## config.mk

```make
export PLATFORM = sky130hd
export DESIGN_NAME = txfc_credit_tracker
export DESIGN_NICKNAME = d
export VERILOG_FILES = /design/src/rtl/txfc_pkg.sv /design/src/rtl/txfc_init_ctl.sv /design/src/rtl/txfc_credit_slot.sv /design/src/rtl/txfc_credit_tracker.sv
export SDC_FILE = /design/constraint.sdc
export NUM_CORES = 1
export LEC_CHECK = 0
export ABC_CLOCK_PERIOD_IN_PS = 6510
export BUFFER_PORTS_ARGS = -buffer_cell sky130_fd_sc_hd__buf_2
export CORE_MARGIN = 10
export CORE_UTILIZATION = 58
export CTS_BUF_LIST = sky130_fd_sc_hd__clkbuf_8 sky130_fd_sc_hd__clkbuf_16
export DETAILED_ROUTE_END_ITERATION = 6
export GPL_ROUTABILITY_DRIVEN = 0
export PLACE_DENSITY = 0.91
export SYNTH_ARGS = -nofsm -noshare
export SYNTH_HDL_FRONTEND = slang
export SYNTH_HIERARCHICAL = 1
export SYNTH_SLANG_ARGS = --single-unit
```

## constraint.sdc

```tcl
create_clock -name clk -period 6.51 [get_ports clk]
set_input_delay 0.3255 -clock clk [delete_from_list [all_inputs] [get_ports clk]]
set_output_delay 0.3255 -clock clk [all_outputs]
set_load 0.02 [all_outputs]
```

## src/rtl/txfc_pkg.sv

```systemverilog
package txfc_pkg;
  localparam int NUM_KINDS = 3;

  typedef enum logic [1:0] {
    FC_POSTED    = 2'd0,
    FC_NONPOSTED = 2'd1,
    FC_COMPL     = 2'd2,
    FC_NONE      = 2'd3
  } fc_kind_e;

  // Data credits for a payload: one credit per 4 DW, rounded up.
  function automatic int unsigned data_cost(int unsigned len_dw);
    return (len_dw + 32'd3) >> 2;
  endfunction

  // Counter update with a simultaneous charge and return, saturating at cap.
  function automatic int unsigned next_count(int unsigned cur, int unsigned dec,
                                             int unsigned inc, int unsigned cap);
    int unsigned sum;
    sum = cur - dec + inc;
    if (sum > cap) sum = cap;
    return sum;
  endfunction
endpackage

```

## src/rtl/txfc_init_ctl.sv

```systemverilog
module txfc_init_ctl (
  input  logic clk,
  input  logic rst_n,
  input  logic init_req,
  output logic capture,
  output logic ready,
  output logic ack
);
  logic ready_q, ack_q;

  assign capture = !ready_q && init_req;
  assign ready   = ready_q;
  assign ack     = ack_q;

  always_ff @(posedge clk or negedge rst_n) begin
    if (!rst_n) begin
      ready_q <= 1'b0;
      ack_q   <= 1'b0;
    end else begin
      ack_q <= capture;
      if (capture) ready_q <= 1'b1;
    end
  end

  // acknowledge lasts exactly one cycle
  assert_ack_single_R3: assert property (@(posedge clk) disable iff (!rst_n)
    ack_q |=> !ack_q);
  // acknowledge comes together with ready
  assert_ack_ready_R2: assert property (@(posedge clk) disable iff (!rst_n)
    ack_q |-> ready_q);
  // a capture edge leads to ready and ack
  assert_capture_ack_R2: assert property (@(posedge clk) disable iff (!rst_n)
    capture |=> (ack_q && ready_q));
endmodule

```

## src/rtl/txfc_credit_slot.sv

```systemverilog
module txfc_credit_slot
  import txfc_pkg::*;
#(
  parameter int HDR_W = 8,
  parameter int DAT_W = 12
) (
  input  logic             clk,
  input  logic             rst_n,
  input  logic             capture,
  input  logic             active,
  input  logic [HDR_W-1:0] init_hdr,
  input  logic [DAT_W-1:0] init_dat,
  input  logic             consume,
  input  logic [DAT_W-1:0] need_dat,
  input  logic             ret_en,
  input  logic [HDR_W-1:0] ret_hdr,
  input  logic [DAT_W-1:0] ret_dat,
  output logic [HDR_W-1:0] hdr_q,
  output logic [DAT_W-1:0] dat_q,
  output logic             hdr_ok,
  output logic             dat_ok
);
  localparam int unsigned HDR_MAX = (32'd1 << HDR_W) - 32'd1;
  localparam int unsigned DAT_MAX = (32'd1 << DAT_W) - 32'd1;

  logic hdr_inf_q, dat_inf_q;
  logic [HDR_W-1:0] hdr_d;
  logic [DAT_W-1:0] dat_d;

  assign hdr_ok = hdr_inf_q || (hdr_q != '0);
  assign dat_ok = dat_inf_q || (dat_q >= need_dat);

  always_comb begin
    hdr_d = HDR_W'(next_count(32'(hdr_q), consume ? 32'd1 : 32'd0,
                              ret_en ? 32'(ret_hdr) : 32'd0, HDR_MAX));
    dat_d = DAT_W'(next_count(32'(dat_q), consume ? 32'(need_dat) : 32'd0,
                              ret_en ? 32'(ret_dat) : 32'd0, DAT_MAX));
  end

  always_ff @(posedge clk or negedge rst_n) begin
    if (!rst_n) begin
      hdr_q     <= '0;
      dat_q     <= '0;
      hdr_inf_q <= 1'b0;
      dat_inf_q <= 1'b0;
    end else if (capture) begin
      hdr_q     <= init_hdr;
      dat_q     <= init_dat;
      hdr_inf_q <= (init_hdr == '0);
      dat_inf_q <= (init_dat == '0);
    end else if (active) begin
      if (!hdr_inf_q) hdr_q <= hdr_d;
      if (!dat_inf_q) dat_q <= dat_d;
    end
  end

  // a charge is only applied when credit covers it
  assert_charge_covered_R7: assert property (@(posedge clk) disable iff (!rst_n)
    consume |-> (hdr_ok && dat_ok));
  // lone charge lowers the header count by one
  assert_hdr_dec_R7: assert property (@(posedge clk) disable iff (!rst_n)
    (active && consume && !ret_en && !hdr_inf_q) |=> (hdr_q == $past(hdr_q) - 1'b1));
  // unlimited counters never move
  assert_inf_frozen_R10: assert property (@(posedge clk) disable iff (!rst_n)
    (hdr_inf_q && !capture) |=> $stable(hdr_q));
  // counters never wrap below their previous value on a lone return
  assert_no_wrap_R11: assert property (@(posedge clk) disable iff (!rst_n)
    (active && ret_en && !consume && !capture) |=> (dat_q >= $past(dat_q)));
endmodule

```

## src/rtl/txfc_credit_tracker.sv

```systemverilog
module txfc_credit_tracker
  import txfc_pkg::*;
#(
  parameter int HDR_W = 8,
  parameter int DAT_W = 12,
  parameter int LEN_W = 11
) (
  input  logic                       clk,
  input  logic                       rst_n,
  input  logic                       init_req,
  input  logic [NUM_KINDS*HDR_W-1:0] init_hdr,
  input  logic [NUM_KINDS*DAT_W-1:0] init_dat,
  output logic                       init_ack,
  output logic                       fc_ready,
  input  logic [1:0]                 tx_kind,
  input  logic [LEN_W-1:0]           tx_len_dw,
  input  logic                       tx_send,
  output logic                       credit_ok,
  input  logic                       ret_valid,
  input  logic [1:0]                 ret_kind,
  input  logic [HDR_W-1:0]           ret_hdr,
  input  logic [DAT_W-1:0]           ret_dat,
  output logic [NUM_KINDS*HDR_W-1:0] avail_hdr,
  output logic [NUM_KINDS*DAT_W-1:0] avail_dat
);
  logic                 capture;
  logic                 tx_fire;
  logic [DAT_W-1:0]     need_dat;
  logic [NUM_KINDS-1:0] hdr_ok_v, dat_ok_v, consume_v, ret_v;
  logic                 sel_ok;

  assign need_dat = DAT_W'(data_cost(32'(tx_len_dw)));

  txfc_init_ctl u_init (
    .clk     (clk),
    .rst_n   (rst_n),
    .init_req(init_req),
    .capture (capture),
    .ready   (fc_ready),
    .ack     (init_ack)
  );

  always_comb begin
    sel_ok = 1'b0;
    for (int k = 0; k < NUM_KINDS; k++)
      if (tx_kind == 2'(k)) sel_ok = hdr_ok_v[k] && dat_ok_v[k];
  end

  assign credit_ok = fc_ready && sel_ok;
  assign tx_fire   = tx_send && credit_ok;

  for (genvar k = 0; k < NUM_KINDS; k++) begin : g_kind
    assign consume_v[k] = tx_fire && (tx_kind == 2'(k));
    assign ret_v[k]     = ret_valid && (ret_kind == 2'(k));

    txfc_credit_slot #(.HDR_W(HDR_W), .DAT_W(DAT_W)) u_slot (
      .clk     (clk),
      .rst_n   (rst_n),
      .capture (capture),
      .active  (fc_ready),
      .init_hdr(init_hdr[k*HDR_W +: HDR_W]),
      .init_dat(init_dat[k*DAT_W +: DAT_W]),
      .consume (consume_v[k]),
      .need_dat(need_dat),
      .ret_en  (ret_v[k]),
      .ret_hdr (ret_hdr),
      .ret_dat (ret_dat),
      .hdr_q   (avail_hdr[k*HDR_W +: HDR_W]),
      .dat_q   (avail_dat[k*DAT_W +: DAT_W]),
      .hdr_ok  (hdr_ok_v[k]),
      .dat_ok  (dat_ok_v[k])
    );
  end

  // nothing may be sent before the setup phase completes
  assert_blocked_unready_R12: assert property (@(posedge clk) disable iff (!rst_n)
    !fc_ready |-> !credit_ok);
  // kind code 3 is never allowed
  assert_kind3_blocked_R6: assert property (@(posedge clk) disable iff (!rst_n)
    (tx_kind == 2'd3) |-> !credit_ok);
  // a setup request while counting changes nothing
  assert_reinit_ignored_R4: assert property (@(posedge clk) disable iff (!rst_n)
    (fc_ready && init_req && !tx_fire && !ret_valid) |=>
      ($stable(avail_hdr) && $stable(avail_dat) && !init_ack));
  // a refused send leaves the balance alone
  assert_refused_send_R8: assert property (@(posedge clk) disable iff (!rst_n)
    (fc_ready && tx_send && !credit_ok && !ret_valid) |=>
      ($stable(avail_hdr) && $stable(avail_dat)));
endmodule

```

After elaboration in Yosys (flattened, before gate mapping)
Index checks and enable logic that the tools add are counted.

Input bits: 100. Output and inout port bits: 63. Word-level logic and storage cells: 122. Register bits after elaboration: 68.

Mux-type cells: 39. Add/subtract/negate cells: 13. Reduce and logical (&&, ||, !) cells: 37. Equal/unequal tests: 10. $lt $le $gt $ge: 9.

Operator list (count): $mux W12 (15); $mux W8 (15); $add A32 B12 Y32 (3); $add A32 B8 Y32 (3); $gt A32 B12 Y1 const B (3); $gt A32 B8 Y1 const B (3); $sub A12 B32 Y32 (3); $sub A8 B32 Y32 (3); $ge A12 B10 Y1 (3); $logic_not A12 Y1 (3); $mux W10 (3); $logic_not A8 Y1 (3); $reduce_bool A8 Y1 (3); $add A11 B2 Y12 const B (1); $logic_and A1 B1 Y1 (12); $ne A2 B2 Y1 const B (6); $reduce_and A2 Y1 (6); $logic_or A1 B1 Y1 (6); $mux W1 (6); $eq A2 B1 Y1 const B (2); $eq A2 B2 Y1 const B (2); $logic_not A2 Y1 (2); $reduce_bool A2 Y1 (1); $logic_not A1 Y1 (1).

Longest topological paths before layout
Gate-level depths: netlist (run 1).

Word-level depth: 18. Depth in mapped cells: 30. Depth with buffers taken out: 29.

Cells and area by module
The synthesis (run 1) kept the hierarchy.

By module, submodules not included: txfc_credit_slot (instances 3, seq. area each 550.5 um^2, cells an instance 356, area an instance 2925.3 um^2); txfc_credit_tracker (instances 1, seq. area each 0.0 um^2, cells an instance 38, area an instance 257.7 um^2); txfc_init_ctl (instances 1, seq. area each 50.0 um^2, cells an instance 4, area an instance 62.6 um^2).

Worst setup path before layout (run 1)
OpenSTA, ideal clock, no wires.

Path kind: input port to flip-flop. From: input tx_len_dw[1]. To: register g_kind[1].u_slot.dat_q[11]. Required time: 6.372 ns. Arrival: 5.389 ns. Buffers on the path: 2. Setup slack: 0.983 ns. Stages on the path: 29. Cells stage by stage: o21ai_0 -> xnor2_1 -> inv_1 -> ha_1 -> a21o_1 -> a21o_1 -> a211oi_1 -> o21bai_1 -> a31oi_1 -> o21ai_0 -> and4b_1 -> and3_1 -> clkbuf_1 -> nand2_1 -> ha_1 -> or2_2 -> a21oi_1 -> a21oi_1 -> a41o_1 -> o41ai_1 -> xnor2_1 -> ha_1 -> and4_1 -> a32o_1 -> a31oi_1 -> nand2_1 -> mux2i_1 -> buf_4 -> a31oi_1.

Elaborated cells on any way between the ends: 24. Classes of those cells: add/sub: 3; order compare: 4; mux: 8; reduce/logical: 9.

RTL lines: start: declaration (line txfc_credit_tracker.sv:16) `input logic [LEN_W-1:0] tx_len_dw,`; $add A11 B2 Y12 * (line txfc_pkg.sv:13) `return (len_dw + 32'd3) >> 2;`; net need_dat[1] (line txfc_credit_tracker.sv:28) `logic [DAT_W-1:0] need_dat;`; $ge A12 B10 Y1 * (line txfc_credit_slot.sv:31) `assign dat_ok = dat_inf_q || (dat_q >= need_dat);`; $logic_or A1 B1 Y1 * (line txfc_credit_slot.sv:31); net dat_ok_v[1] (line txfc_credit_tracker.sv:29) `logic [NUM_KINDS-1:0] hdr_ok_v, dat_ok_v, consume_v, ret_v;`; $logic_and A1 B1 Y1 * (line txfc_credit_tracker.sv:46) `if (tx_kind == 2'(k)) sel_ok = hdr_ok_v[k] && dat_ok_v[k];`; $mux W1 * (2 in a row) (line txfc_credit_tracker.sv:46); $logic_and A1 B1 Y1 * (line txfc_credit_tracker.sv:49) `assign credit_ok = fc_ready && sel_ok;`; [... 2 more ...]; net consume_v[1] (line txfc_credit_tracker.sv:29); $mux W10 * (line txfc_credit_slot.sv:36) `dat_d = DAT_W'(next_count(32'(dat_q), consume ? 32'(need_dat) : 32'd0,`; $sub A12 B32 Y32 * (line txfc_pkg.sv:20) `sum = cur - dec + inc;`; $add A32 B12 Y32 * (line txfc_pkg.sv:20); $gt A32 B12 Y1 (line txfc_pkg.sv:21) `if (sum > cap) sum = cap;`; $mux W12 * (line txfc_pkg.sv:21); $mux W12 * (line txfc_credit_slot.sv:53) `if (!dat_inf_q) dat_q <= dat_d;`; $mux W12 * (line txfc_credit_slot.sv:51) `end else if (active) begin`; $mux W12 * (line txfc_credit_slot.sv:46) `end else if (capture) begin`; end signal: assignment (line txfc_credit_slot.sv:48) `dat_q <= init_dat;`; end signal: assignment (line txfc_credit_slot.sv:53); end: declaration (line txfc_credit_slot.sv:19) `output logic [DAT_W-1:0] dat_q,`.

The timed path passes the listed nets; every way through them passes the cells marked *. The select of a mux whose other input is x is not followed. A chain may end at the register's enable or synchronous reset.

Worst setup path after layout (run 1)
From: input tx_len_dw[1]. To: register g_kind[1].u_slot.dat_q[1].

Same word-level chain as after synthesis.

==> insert_results.sql, run 1 <==
INSERT INTO impl_metrics (metric_group, metric, value, unit) VALUES
('clock_network', 'latest_clock_arrival_within_the_worst_skew_pair', '0.35', 'ns'),
('sta', 'totalNegativeSetupSlack', '0', 'ns'),
('yosys', 'dominantRegCellSynth', 'dfrtp_1', ''),
('sta', 'setup_viol', '0', ''),
('cells_and_area', 'mostFrequentLayoutCells', 'buf_2, ha_1, inv_1', ''),
('placed_design', 'dpl_wire_length', '22.5', 'mm'),
('sta', 'timing.max_slew.rel_slack', '40.7', '%'),
('sta', 'tightest_slew', '0.890', 'ns'),
('die', 'floorplan.die.height', '145', 'um'),
('die', 'std_cell_rows', '45', ''),
('clock_network', 'clock-root-buffer', 'clkbuf_16', ''),
('clock_network', 'cts_max_level', '3', ''),
('power_and_ir_drop', 'power.switching', '2.14', 'mW'),
('yosys', 'synth-seq-area-share', '18.7', '%'),
('power_and_ir_drop', 'cellLeakagePower', '5.01', 'nW'),
('global_routing', 'first_pass_grt_wire_length', '44.5', 'mm'),
('critical_path', 'regToRegSetupSlack', '0.63', 'ns'),
('critical_path', 'cp_max_fo', '13', ''),
('sta', 'report.final.slew_viol_count', '0', ''),
('power_and_ir_drop', 'power_density', '409', 'nW/um^2'),
('yosys', 'synth_cells', '1110', ''),
('drt', 'firstDrtPassIters', '5', ''),
('sta', 'final.period_utilization', '93.3', '%'),
('power_and_ir_drop', 'power.clock.fraction', '11.6', '%'),
('yosys', 'synth_cell_types', '56', ''),
('power_and_ir_drop', 'power_switching_share', '49.7', '%'),
('critical_path', 'critPathRequiredTime', '6.78', 'ns'),
('die', 'die_width', '145', 'um'),
('clock_network', 'clock-sinks', '68', ''),
('cells_and_area', 'finalNetCount', '1536', ''),
('sta', 'skew', '0.0112', 'ns'),
('drt', 'final_antenna_net_count', '0', ''),
('yosys', 'synthesis.area_per_instance', '8.19', 'um^2'),
('cells_and_area', 'syn2layout_area_growth', '15.6', '%'),
('drt', 'route.detailed.vias_per_inst', '6.13', ''),
('die', 'start_util', '59.6', '%'),
('clock_network', 'post_cts_buffers', '0', ''),
('yosys', 'synth_top_cells_by_area', 'ha_1, dfrtp_1, xnor2_1', ''),
('yosys', 'synth-warning-count', '6', ''),
('die', 'number_of_primary_i_o_pins', '163', ''),
('power_and_ir_drop', 'vdd_drop_max', '0.254', 'mV'),
('outcome', 'run_status', 'finished, final reports clean', ''),
('sta', 'final_hold_violation_count', '0', ''),
('placed_design', 'dpl-instance-area', '10200', 'um^2'),
('critical_path', 'critPathSlowestCell', 'fa_1', ''),
('global_routing', 'grt_pass1_vias', '9261', ''),
('yosys', 'yosys_register_bits', '68', ''),
('sta', 'rsz0062_at_grt', 'no', ''),
('yosys', 'yosysTopAreaCellShare', '19.8', '%'),
('clock_network', 'path_clk_slew', '0.06', 'ns'),
('yosys', 'synth-edff-count', '0', ''),
('drt', 'detail_route.wirelength', '27.8', 'mm'),
('cells_and_area', 'finish.instance_area', '10500', 'um^2'),
('drt', 'wl_per_cell', '18.5', 'um'),
('critical_path', 'critPathCaptureType', 'register', ''),
('die', 'fp.dieArea', '21100', 'um^2'),
('cells_and_area', 'post_route_cells_drive_above_1_share', '19.1', '%'),
('drt', 'route.vias.total', '9216', ''),
('clock_network', 'hold_fix_buffer_count_after_cts', '0', ''),
('yosys', 'syn_area', '9100', 'um^2'),
('cells_and_area', 'final_core_utilization', '68.9', '%'),
('power_and_ir_drop', 'power.sequential.fraction', '19.7', '%'),
('global_routing', 'gr-total-overflow', '0', ''),
('clock_network', 'tritoncts', 'done', ''),
('job', 'max_cap_viol_count', '0', ''),
('critical_path', 'worst_path_largest_cell_delay', '0.41', 'ns'),
('placed_design', 'numPlacedInstances', '1483', ''),
('clock_network', 'post_cts.resized_instances', '0', ''),
('power_and_ir_drop', 'power.share.combinational', '68.7', '%'),
('drt', 'drt-initial-drc-count', '554', ''),
('clock_network', 'cts-root-to-sink-buffers', '2', '');
==> worst max-delay path, delay by kind of cell <==
kind,cells,cell delay (ns)
AO/OA/AOI/OAI,14,2.61
adder cells (fa/ha/maj),4,1.19
AND/OR/NAND/NOR,5,1.17
buffers and inverters,4,0.56
XOR/XNOR,2,0.40
multiplexers,1,0.06
==> registers in the layout (all words and copies together), names as in the netlist <==
signal                   cells
g_kind.u_slot/dat_q         36
g_kind.u_slot/hdr_q         24
g_kind.u_slot/hdr_inf_q      3
u_init/ready                 1
u_init/ack                   1
g_kind.u_slot/dat_inf_q      3
==> Yosys cell counts (all sizes together) (4+ instances only) <==
cell type	n
a211o	6
a211oi	15
a21o	30
a21oi	79
a31oi	45
and2	57
and3	8
buf	6
clkbuf	24
dfrtp	68
fa	9
ha	144
inv	108
nand2	87
nand2b	33
nand3	14
nor2	36
nor2b	10
nor3	17
nor3b	4
nor4	22
o211ai	10
o21a	13
o21ai	40
o21bai	6
o22ai	60
o31ai	6
o41ai	6
or2	7
or4	6
xnor2	53
xor2	43
==> metal layers <==
layer  track usage [%]  up-vias  routed length, um
met5                 0        -                  0
met4              12.2        0               1110
met3              4.38       92               2300
met2              41.3      445              12800
met1              30.9     4311              11600
li1                  -     4368                  -
==> layout make-up <==
type / count / share of cell area, %
inverters: 108 / 3.85
clock inverters: 5 / 0.511
flip-flops and latches: 68 / 16.2
multi-input cells: 915 / 65.5
well taps: 211 / 2.51
diodes: 6 / 0.143
clock buffers: 10 / 2.27
repair buffers: 181 / 9.06
==> cell families after synthesis <==
kind of cell / count (synthesis) / synth area share, %
buf+inv: 138 / 6.07
fa+ha+maj: 153 / 21.8
mux: 3 / 0.330
simple gates: 317 / 18.9
compound gates: 334 / 24.9
other cells: 1 / 0.0412
flops: 68 / 18.7
xor+xnor: 96 / 9.24
==> per-stage QoR <==
stage / hold slack (ns) / worst slack (ns)
final: 0.192 / 0.435
after detailed placement: 0.537 / 0.196
after floorplan: 0.0299 / 0.983
after CTS: 0.182 / 0.507
after global routing: 0.198 / 0.0318
after global placement: 0.533 / 0.410
==> power by group through the flow <==
stage          sequential (mW)  combinational, mW  clock, mW
6_report                 0.849               2.96      0.501
2_1_floorplan            0.962               2.01          0
3_3_place_gp             0.829               2.76          0
5_1_grt                  0.867               3.26      0.519
4_1_cts                  0.834               2.91      0.503
3_5_place_dp             0.839               2.88          0
==> worst paths after layout <==
kind | start | endpoint | depth (start not counted)
min in group asynchronous | rst_n | g_kind[1].u_slot/hdr_q[5]$_DFFE_PN0P_ | 2
max | tx_len_dw[1] | g_kind[1].u_slot/dat_q[1]$_DFFE_PN0P_ | 30
min | init_req | u_init/ready$_DFFE_PN0P_ | 2
min reg2reg | g_kind[0].u_slot/hdr_inf_q$_DFFE_PN0P_ | g_kind[0].u_slot/hdr_inf_q$_DFFE_PN0P_ | 2
max reg2reg | g_kind[1].u_slot/dat_q[0]$_DFFE_PN0P_ | g_kind[1].u_slot/dat_q[1]$_DFFE_PN0P_ | 27
max in group asynchronous | rst_n | g_kind[0].u_slot/dat_q[7]$_DFFE_PN0P_ | 2
Note: power is estimated with default switching activity, not from simulation.
==> run 2: changes to the inputs <==
--- a/config.mk
+++ b/config.mk
@@ -9,7 +9,6 @@
 export BUFFER_PORTS_ARGS = -buffer_cell sky130_fd_sc_hd__buf_2
 export CORE_MARGIN = 10
 export CORE_UTILIZATION = 58
-export CTS_BUF_LIST = sky130_fd_sc_hd__clkbuf_8 sky130_fd_sc_hd__clkbuf_16
 export DETAILED_ROUTE_END_ITERATION = 6
 export GPL_ROUTABILITY_DRIVEN = 0
 export PLACE_DENSITY = 0.91
==> run 2 against run 1 <==
  * Via count decreased by 0.43%
  * Maximum frequency about the same
  * Worst setup slack improved by 0.0049 ns
  * Register-to-register slack improved by 0.02 ns
  * Sequential cell count unchanged
  * Design area unchanged
  * Core utilization unchanged
  * Cell count unchanged
  * Critical path type unchanged
  * Global-route usage unchanged
  * Highest routed layer unchanged
  * Critical path depth increased by 2
  * Sequential share of layout area unchanged
==> insert_results.sql, run 2 (synthesis results as in run 1) <==
INSERT INTO impl_metrics (metric_group, metric, value, unit) VALUES
('global_routing', 'first_pass_grt_wire_length', '44.5', 'mm'),
('sta', 'finalWorstPathRequiredPeriod', '6.07', 'ns'),
('placed_design', 'dpl_wire_length', '22.5', 'mm'),
('critical_path', 'rr_worst_depth', '27', ''),
('sta', 'setup_viol', '0', ''),
('cells_and_area', 'largest_registers', 'g_kind.u_slot/dat_q (36), g_kind.u_slot/hdr_q (24)', ''),
('hold_path', 'worstHoldEndpoint', 'u_init/ready$_DFFE_PN0P_', ''),
('die', 'fp.dieArea', '21100', 'um^2'),
('clock_network', 'latest_clock_arrival_within_the_worst_skew_pair', '0.35', 'ns'),
('cells_and_area', 'finish.instance_area', '10500', 'um^2'),
('sta', 'final.period_utilization', '93.2', '%'),
('drt', 'final_antenna_net_count', '0', ''),
('sta', 'totalNegativeSetupSlack', '0', 'ns'),
('critical_path', 'worst_r2r_endpoint', 'g_kind[1].u_slot/dat_q[1]$_DFFE_PN0P_', ''),
('power_and_ir_drop', 'vdd_drop_max', '0.252', 'mV'),
('sta', 'timing.fmax', '165', 'MHz'),
('clock_network', 'cts_max_level', '3', ''),
('drt', 'wl_per_cell', '18.5', 'um'),
('cells_and_area', 'number_of_flip_flops_under_the_largest_register_name', '36', ''),
('critical_path', 'worstSetupPathType', 'in2reg', ''),
('clock_network', 'hold_fix_buffer_count_after_cts', '0', ''),
('cells_and_area', 'largest_register', 'g_kind.u_slot/dat_q', ''),
('clock_network', 'clock-root-buffer', 'clkbuf_16', ''),
('cells_and_area', 'layoutNonFillerInstCount', '1504', ''),
('clock_network', 'tritoncts', 'done', ''),
('global_routing', 'gr-total-overflow', '0', ''),
('critical_path', 'worst_r2r_startpoint', 'g_kind[1].u_slot/dat_q[0]$_DFFE_PN0P_', ''),
('placed_design', 'numPlacedInstances', '1483', ''),
('global_routing', 'grt_usage', '25.0', '%'),
('placed_design', 'portBuffers', '162', ''),
('cells_and_area', 'finalNetCount', '1536', ''),
('clock_network', 'path_clk_slew', '0.06', 'ns'),
('sta', 'rsz0062_at_grt', 'no', ''),
('power_and_ir_drop', 'power_density', '409', 'nW/um^2'),
('clock_network', 'post_cts_buffers', '0', ''),
('critical_path', 'critPathCaptureType', 'register', ''),
('hold_path', 'worst_hold_startpoint', 'init_req', ''),
('die', 'core_area', '15300', 'um^2'),
('critical_path', 'regToRegSetupSlack', '0.65', 'ns'),
('drt', 'firstDrtPassIters', '5', ''),
('clock_network', 'cts-root-to-sink-buffers', '2', ''),
('die', 'start_util', '59.6', '%'),
('job', 'max_cap_viol_count', '0', ''),
('cells_and_area', 'mostFrequentLayoutCells', 'buf_2, ha_1, inv_1', ''),
('drt', 'drc_errors', '0', ''),
('critical_path', 'startpoint_type_of_the_worst_setup_path', 'primary input', ''),
('die', 'number_of_primary_i_o_pins', '163', ''),
('placed_design', 'dpl-instance-area', '10200', 'um^2'),
('sta', 'tightest_slew', '0.892', 'ns'),
('global_routing', 'antenna_violations_before_repair', '5', ''),
('cells_and_area', 'layout_commonest_cell', 'buf_2', ''),
('power_and_ir_drop', 'cellLeakagePower', '5.01', 'nW'),
('cells_and_area', 'post_route_cells_drive_above_1_share', '19.1', '%'),
('outcome', 'run_status', 'finished, final reports clean', ''),
('critical_path', 'timing.critical_path.arrival', '6.28', 'ns'),
('drt', 'route.detailed.vias_per_inst', '6.10', ''),
('critical_path', 'critPathSlowestCell', 'o41ai_1', ''),
('die', 'die_width', '145', 'um'),
('global_routing', 'grt_pass1_vias', '9261', ''),
('critical_path', 'worst_path_largest_cell_delay', '0.37', 'ns'),
('sta', 'skew', '0.0107', 'ns'),
('drt', 'drt-initial-drc-count', '557', ''),
('sta', 'final_hold_violation_count', '0', ''),
('die', 'std_cell_rows', '45', ''),
('clock_network', 'clock-sinks', '68', ''),
('sta', 'report.final.slew_viol_count', '0', ''),
('cells_and_area', 'syn2layout_area_growth', '15.6', '%'),
('critical_path', 'cp_max_fo', '13', ''),
('die', 'floorplan.die.height', '145', 'um'),
('drt', 'route.vias.total', '9176', ''),
('clock_network', 'post_cts.resized_instances', '0', ''),
('hold_path', 'hp-class', 'in2reg', ''),
('cells_and_area', 'fillCellCount', '1184', ''),
('hold_path', 'hold_depth', '2', ''),
('clock_network', 'cts_buffers', '9', ''),
('global_routing', 'grt_max_degree', '69', ''),
('drt', 'detail_route.wirelength', '27.8', 'mm'),
('critical_path', 'critPathRequiredTime', '6.72', 'ns'),
('sta', 'timing.max_slew.rel_slack', '40.6', '%');
[run 2: cell count changes in the layout (fill, tap and decap cells not counted)]
cell      change
clkbuf_1      +1
inv_1         -1
[run 2: worst max-delay path, delay by kind of cell]
| family | cells | cell delay (ns) |
|---|---|---|
| and+or+nand+nor | 6 | 0.99 |
| buffers and inverters | 5 | 0.84 |
| muxes | 1 | 0.14 |
| AOI/OAI and AO/OA | 15 | 2.71 |
| xor gates and xnor gates | 2 | 0.39 |
| adders and majority gates | 3 | 0.88 |
[run 2: routing by layer]
layer | up-vias | part of all wire, % | global-route usage (%)
met2 | 435 | 46 | 41.3
met3 | 82 | 8.8 | 4.38
li1 | 4374 | - | -
met4 | 0 | 3.8 | 12.2
met1 | 4285 | 41 | 30.9
met5 | - | 0 | 0
[run 2: final cells by class]
cell class	count	area [um^2]	area share, %
diodes	6	15.0	0.143
clock buffers	11	243	2.31
clock inverters	4	50.0	0.476
inverters	108	405	3.85
multi-input cells	915	6890	65.5
flip-flops and latches	68	1700	16.2
well taps	211	264	2.51
repair buffers	181	953	9.06
[run 2: worst max-delay path by stage]
stage | depth (start not counted) | endpoint | from | slack, ns
detailed placement | 31 | g_kind[1].u_slot/dat_q[1]$_DFFE_PN0P_ | tx_len_dw[1] | 0.20
finish | 32 | g_kind[0].u_slot/dat_q[9]$_DFFE_PN0P_ | tx_len_dw[1] | 0.44
floorplan | 29 | g_kind[1].u_slot/dat_q[11]$_DFFE_PN0P_ | tx_len_dw[1] | 0.98
CTS | 31 | g_kind[1].u_slot/dat_q[1]$_DFFE_PN0P_ | tx_len_dw[1] | 0.51
global placement | 32 | g_kind[0].u_slot/dat_q[0]$_DFFE_PN0P_ | tx_len_dw[1] | 0.41
global route | 32 | g_kind[0].u_slot/dat_q[1]$_DFFE_PN0P_ | tx_len_dw[2] | 0.03
[run 2: where the power goes]
part	total [mW]	leakage [nW]	switching (mW)	internal (mW)
sequential	0.849	0.720	0.256	0.593
combinational	2.96	4.15	1.69	1.27
clock	0.502	0.138	0.198	0.304
[run 2: through the flow]
stage / total power, mW / worst slack, ns / util, % / hold WS [ns]
final: 4.31 / 0.440 / 68.9 / 0.193
after detailed placement: 3.72 / 0.196 / 66.9 / 0.537
after floorplan: 2.97 / 0.983 / - / 0.0299
after global placement: 3.59 / 0.410 / 66.9 / 0.533
after CTS: 4.25 / 0.507 / 68.8 / 0.182
after global routing: 4.64 / 0.0318 / 68.9 / 0.198
==> run 3: changes to the inputs <==
--- a/config.mk
+++ b/config.mk
@@ -5,13 +5,14 @@
 export SDC_FILE = /design/constraint.sdc
 export NUM_CORES = 1
 export LEC_CHECK = 0
+export ABC_AREA = 1
 export ABC_CLOCK_PERIOD_IN_PS = 6510
 export BUFFER_PORTS_ARGS = -buffer_cell sky130_fd_sc_hd__buf_2
 export CORE_MARGIN = 10
 export CORE_UTILIZATION = 58
 export DETAILED_ROUTE_END_ITERATION = 6
 export GPL_ROUTABILITY_DRIVEN = 0
-export PLACE_DENSITY = 0.91
+export PLACE_DENSITY = 0.9
 export SYNTH_ARGS = -nofsm -noshare
 export SYNTH_HDL_FRONTEND = slang
 export SYNTH_HIERARCHICAL = 1
==> run 3 against run 2 <==
  * The run now ends with DRC left
  * Clock skew down 0.0030 ns
  * Sequential share of layout area decreased by 2.6 points
  * Via count up 40%
  * Sequential cell count is the same
  * Synthesized cell count increased by 72%
  * Total power grew 37%
  * Routed wire length is 27% higher
  * Maximum frequency up 4.8%
  * Highest routed layer unchanged
==> insert_results.sql, run 3 <==
INSERT INTO impl_metrics (metric_group, metric, value, unit) VALUES
('yosys', 'synth_cell_types', '34', ''),
('sta', 'setup_viol', '0', ''),
('cells_and_area', 'largest_registers', 'g_kind.u_slot/dat_q (36), g_kind.u_slot/hdr_q (24)', ''),
('cells_and_area', 'post_route_cells_drive_above_1_share', '11.8', '%'),
('cells_and_area', 'sequential_cell_area', '1700', 'um^2'),
('cells_and_area', 'multi_input_area', '8080', 'um^2'),
('yosys', 'synthesis.area_per_instance', '5.81', 'um^2'),
('critical_path', 'critPathCaptureType', 'register', ''),
('hold_path', 'hp-class', 'in2async', ''),
('yosys', 'async_flop_share', '100', '%'),
('placed_design', 'portBuffers', '162', ''),
('critical_path', 'worstSetupPathType', 'in2reg', ''),
('drt', 'route.detailed.vias_per_inst', '5.54', ''),
('critical_path', 'critPathSlowestCell', 'fa_1', ''),
('power_and_ir_drop', 'power', '5.90', 'mW'),
('global_routing', 'grt_usage', '27.1', '%'),
('clock_network', 'clock-root-buffer', 'clkbuf_16', ''),
('power_and_ir_drop', 'cellLeakagePower', '7.80', 'nW'),
('cells_and_area', 'finalNetCount', '2330', ''),
('sta', 'final_hold_violation_count', '0', ''),
('global_routing', 'grt_max_degree', '73', ''),
('yosys', 'syn_area', '11100', 'um^2'),
('yosys', 'synth-compound-area-share', '8.87', '%'),
('yosys', 'largest_family_of_logic_cells_by_synthesized_area', 'simple AND/OR/NAND/NOR gates', ''),
('critical_path', 'timing.critical_path.arrival', '6.03', 'ns'),
('placed_design', 'numPlacedInstances', '2300', ''),
('yosys', 'synth-edff-count', '0', ''),
('die', 'number_of_primary_i_o_pins', '163', ''),
('drt', 'detail_route.wirelength', '35.3', 'mm'),
('yosys', 'synthAdderAreaFrac', '17.9', '%'),
('clock_network', 'cts_max_level', '3', ''),
('outcome', 'run_status', 'complete, but fails checks', ''),
('cells_and_area', 'fillCellCount', '1653', ''),
('drt', 'met2RoutedLength', '16.3', 'mm'),
('critical_path', 'critical_path.most_common_cell', 'nand2_1', ''),
('placed_design', 'dpl_wire_length', '28.4', 'mm'),
('drt', 'topRoutingLayerUsed', 'met4', ''),
('clock_network', 'latest_clock_arrival_within_the_worst_skew_pair', '0.35', 'ns'),
('yosys', 'yosys_register_bits', '68', ''),
('yosys', 'yosysTopAreaCellShare', '20.5', '%'),
('sta', 'finalWorstPathRequiredPeriod', '5.79', 'ns'),
('clock_network', 'hold_fix_buffer_count_after_cts', '0', ''),
('cells_and_area', 'final_core_utilization', '66.9', '%'),
('clock_network', 'post_cts_buffers', '0', ''),
('sta', 'tightest_slew', '1.06', 'ns'),
('critical_path', 'startpoint_type_of_the_worst_setup_path', 'primary input', ''),
('critical_path', 'worst_path_largest_cell_delay', '0.42', 'ns'),
('yosys', 'synth.most_common_cell', 'nand2_1', ''),
('clock_network', 'path_clk_slew', '0.06', 'ns'),
('power_and_ir_drop', 'power_density', '470', 'nW/um^2'),
('yosys', 'synth-warning-count', '6', ''),
('drt', 'firstDrtPassIters', '7', ''),
('drt', 'drc_errors', '1', ''),
('global_routing', 'first_pass_grt_wire_length', '55.4', 'mm'),
('yosys', 'synth_cells', '1908', ''),
('yosys', 'dominantRegCellSynth', 'dfrtp_1', ''),
('sta', 'totalNegativeSetupSlack', '0', 'ns'),
('global_routing', 'antenna_violations_before_repair', '0', ''),
('yosys', 'synth.largest_area_cell', 'nand2_1', ''),
('die', 'fp.dieArea', '25000', 'um^2'),
('drt', 'route.layer.met1.wl', '14.3', 'mm'),
('die', 'die_width', '158', 'um'),
('yosys', 'yosys.area_share.xor_xnor', '4.74', '%'),
('sta', 'skew', '0.00775', 'ns'),
('cells_and_area', 'syn2layout_area_growth', '13.3', '%'),
('drt', 'final_antenna_net_count', '0', ''),
('cells_and_area', 'largest_register', 'g_kind.u_slot/dat_q', ''),
('die', 'start_util', '59.1', '%'),
('cells_and_area', 'layoutNonFillerInstCount', '2320', ''),
('yosys', 'synth_mux_area_share', '0', '%'),
('clock_network', 'cts_buffers', '9', ''),
('clock_network', 'clock-sinks', '68', ''),
('yosys', 'synth_top_cells_by_area', 'nand2_1, ha_1, dfrtp_1', ''),
('yosys', 'synth-seq-area-share', '15.3', '%'),
('sta', 'whs', '0.111', 'ns'),
('cells_and_area', 'layout_commonest_cell', 'nand2_1', ''),
('cells_and_area', 'mostFrequentLayoutCells', 'nand2_1, inv_1, nor2_1', ''),
('sta', 'rsz0062_at_grt', 'no', ''),
('outcome', 'failed_checks', 'DRC', ''),
('die', 'floorplan.die.height', '158', 'um'),
('sta', 'final.period_utilization', '89.0', '%'),
('clock_network', 'cts-root-to-sink-buffers', '2', ''),
('die', 'core_area', '18800', 'um^2'),
('job', 'max_cap_viol_count', '0', ''),
('drt', 'route.vias.total', '12856', ''),
('clock_network', 'tritoncts', 'done', ''),
('sta', 'timing.fmax', '173', 'MHz'),
('yosys', 'post_synth_and_or_nand_nor_area_fraction', '40.8', '%'),
('die', 'std_cell_rows', '50', ''),
('sta', 'report.final.slew_viol_count', '0', ''),
('critical_path', 'cp_max_fo', '13', ''),
('drt', 'drt-initial-drc-count', '1021', ''),
('drt', 'wl_per_cell', '15.2', 'um'),
('critical_path', 'critPathRequiredTime', '6.75', 'ns'),
('clock_network', 'post_cts.resized_instances', '0', ''),
('global_routing', 'grt_pass1_vias', '11926', ''),
('cells_and_area', 'number_of_flip_flops_under_the_largest_register_name', '36', ''),
('drt', 'met3_wirelength', '3.30', 'mm'),
('yosys', 'netlist_top_cells_count', 'nand2_1, inv_1, nor2_1', ''),
('power_and_ir_drop', 'vdd_drop_max', '0.269', 'mV'),
('sta', 'timing.max_slew.rel_slack', '29.1', '%'),
('global_routing', 'gr-total-overflow', '0', '');
[run 3: cell types whose count changed after synthesis, moves of 33 or more]
cell	delta
a31oi_1	-45
nor2_1	+217
inv_1	+203
nand3_1	+108
o22ai_1	-60
and2_1	-55
a21oi_1	+86
nand2_1	+519
nand2b_1	-33
[run 3: worst max-delay path, delay by kind of cell]
family	cells	cell delay [ns]
adder cells (fa/ha/maj)	4	1.31
AND/OR/NAND/NOR	28	3.07
AO/OA/AOI/OAI	6	0.88
buffers and inverters	4	0.42
[run 3: cell type report]
class	count	area share, %
diodes	5	0.0996
flip-flops and latches	68	13.5
clock inverters	4	0.578
inverters	320	9.56
repair buffers	180	7.55
clock buffers	11	2.01
well taps	234	2.33
multi-input cells	1498	64.3
[run 3: worst paths after layout]
path | cells past startpoint | slack, ns | end | startpoint
setup / recovery | 42 | 0.72 | g_kind[1].u_slot/dat_q[9]$_DFFE_PN0P_ | tx_len_dw[2]
hold / removal | 1 | 0.11 | g_kind[0].u_slot/dat_q[10]$_DFFE_PN0P_ | rst_n
setup reg to reg | 35 | 1.13 | g_kind[1].u_slot/dat_q[9]$_DFFE_PN0P_ | g_kind[0].u_slot/dat_q[5]$_DFFE_PN0P_
hold reg to reg | 2 | 0.52 | g_kind[2].u_slot/dat_q[0]$_DFFE_PN0P_ | g_kind[2].u_slot/dat_q[0]$_DFFE_PN0P_
max in group asynchronous | 1 | 5.79 | u_init/ack$_DFF_PN0_ | rst_n
min in group clk | 3 | 0.19 | u_init/ready$_DFFE_PN0P_ | init_req
[run 3: layer usage]
| layer | global-route usage [%] | vias to the layer above |
|---|---|---|
| li1 | - | 6338 |
| met1 | 32.7 | 5802 |
| met2 | 45.9 | 618 |
| met3 | 5.02 | 98 |
| met4 | 12.4 | 0 |
| met5 | 0 | - |
[run 3: cells by family (layout without fill, tap and decap cells)]
kind of cell	count (synthesis)	after routing
other	1	17
flip-flops	68	68
adder cells (fa/ha/maj)	153	153
buffers and inverters	353	515
XOR/XNOR	60	60
AO/OA/AOI/OAI	187	187
AND/OR/NAND/NOR	1086	1086
[run 3: metrics by stage]
step | cell area (um^2) | setup slack (ns)
after floorplan | 11100 | 1.49
after global placement | 12200 | 0.715
after detailed placement | 12200 | 0.519
after CTS | 12500 | 0.862
after global routing | 12500 | 0.184
final | 12600 | 0.717
[run 3: power breakdown]
group,switching (mW),internal (mW)
Combinational,2.88,1.56
Clock,0.199,0.353
Sequential,0.287,0.615
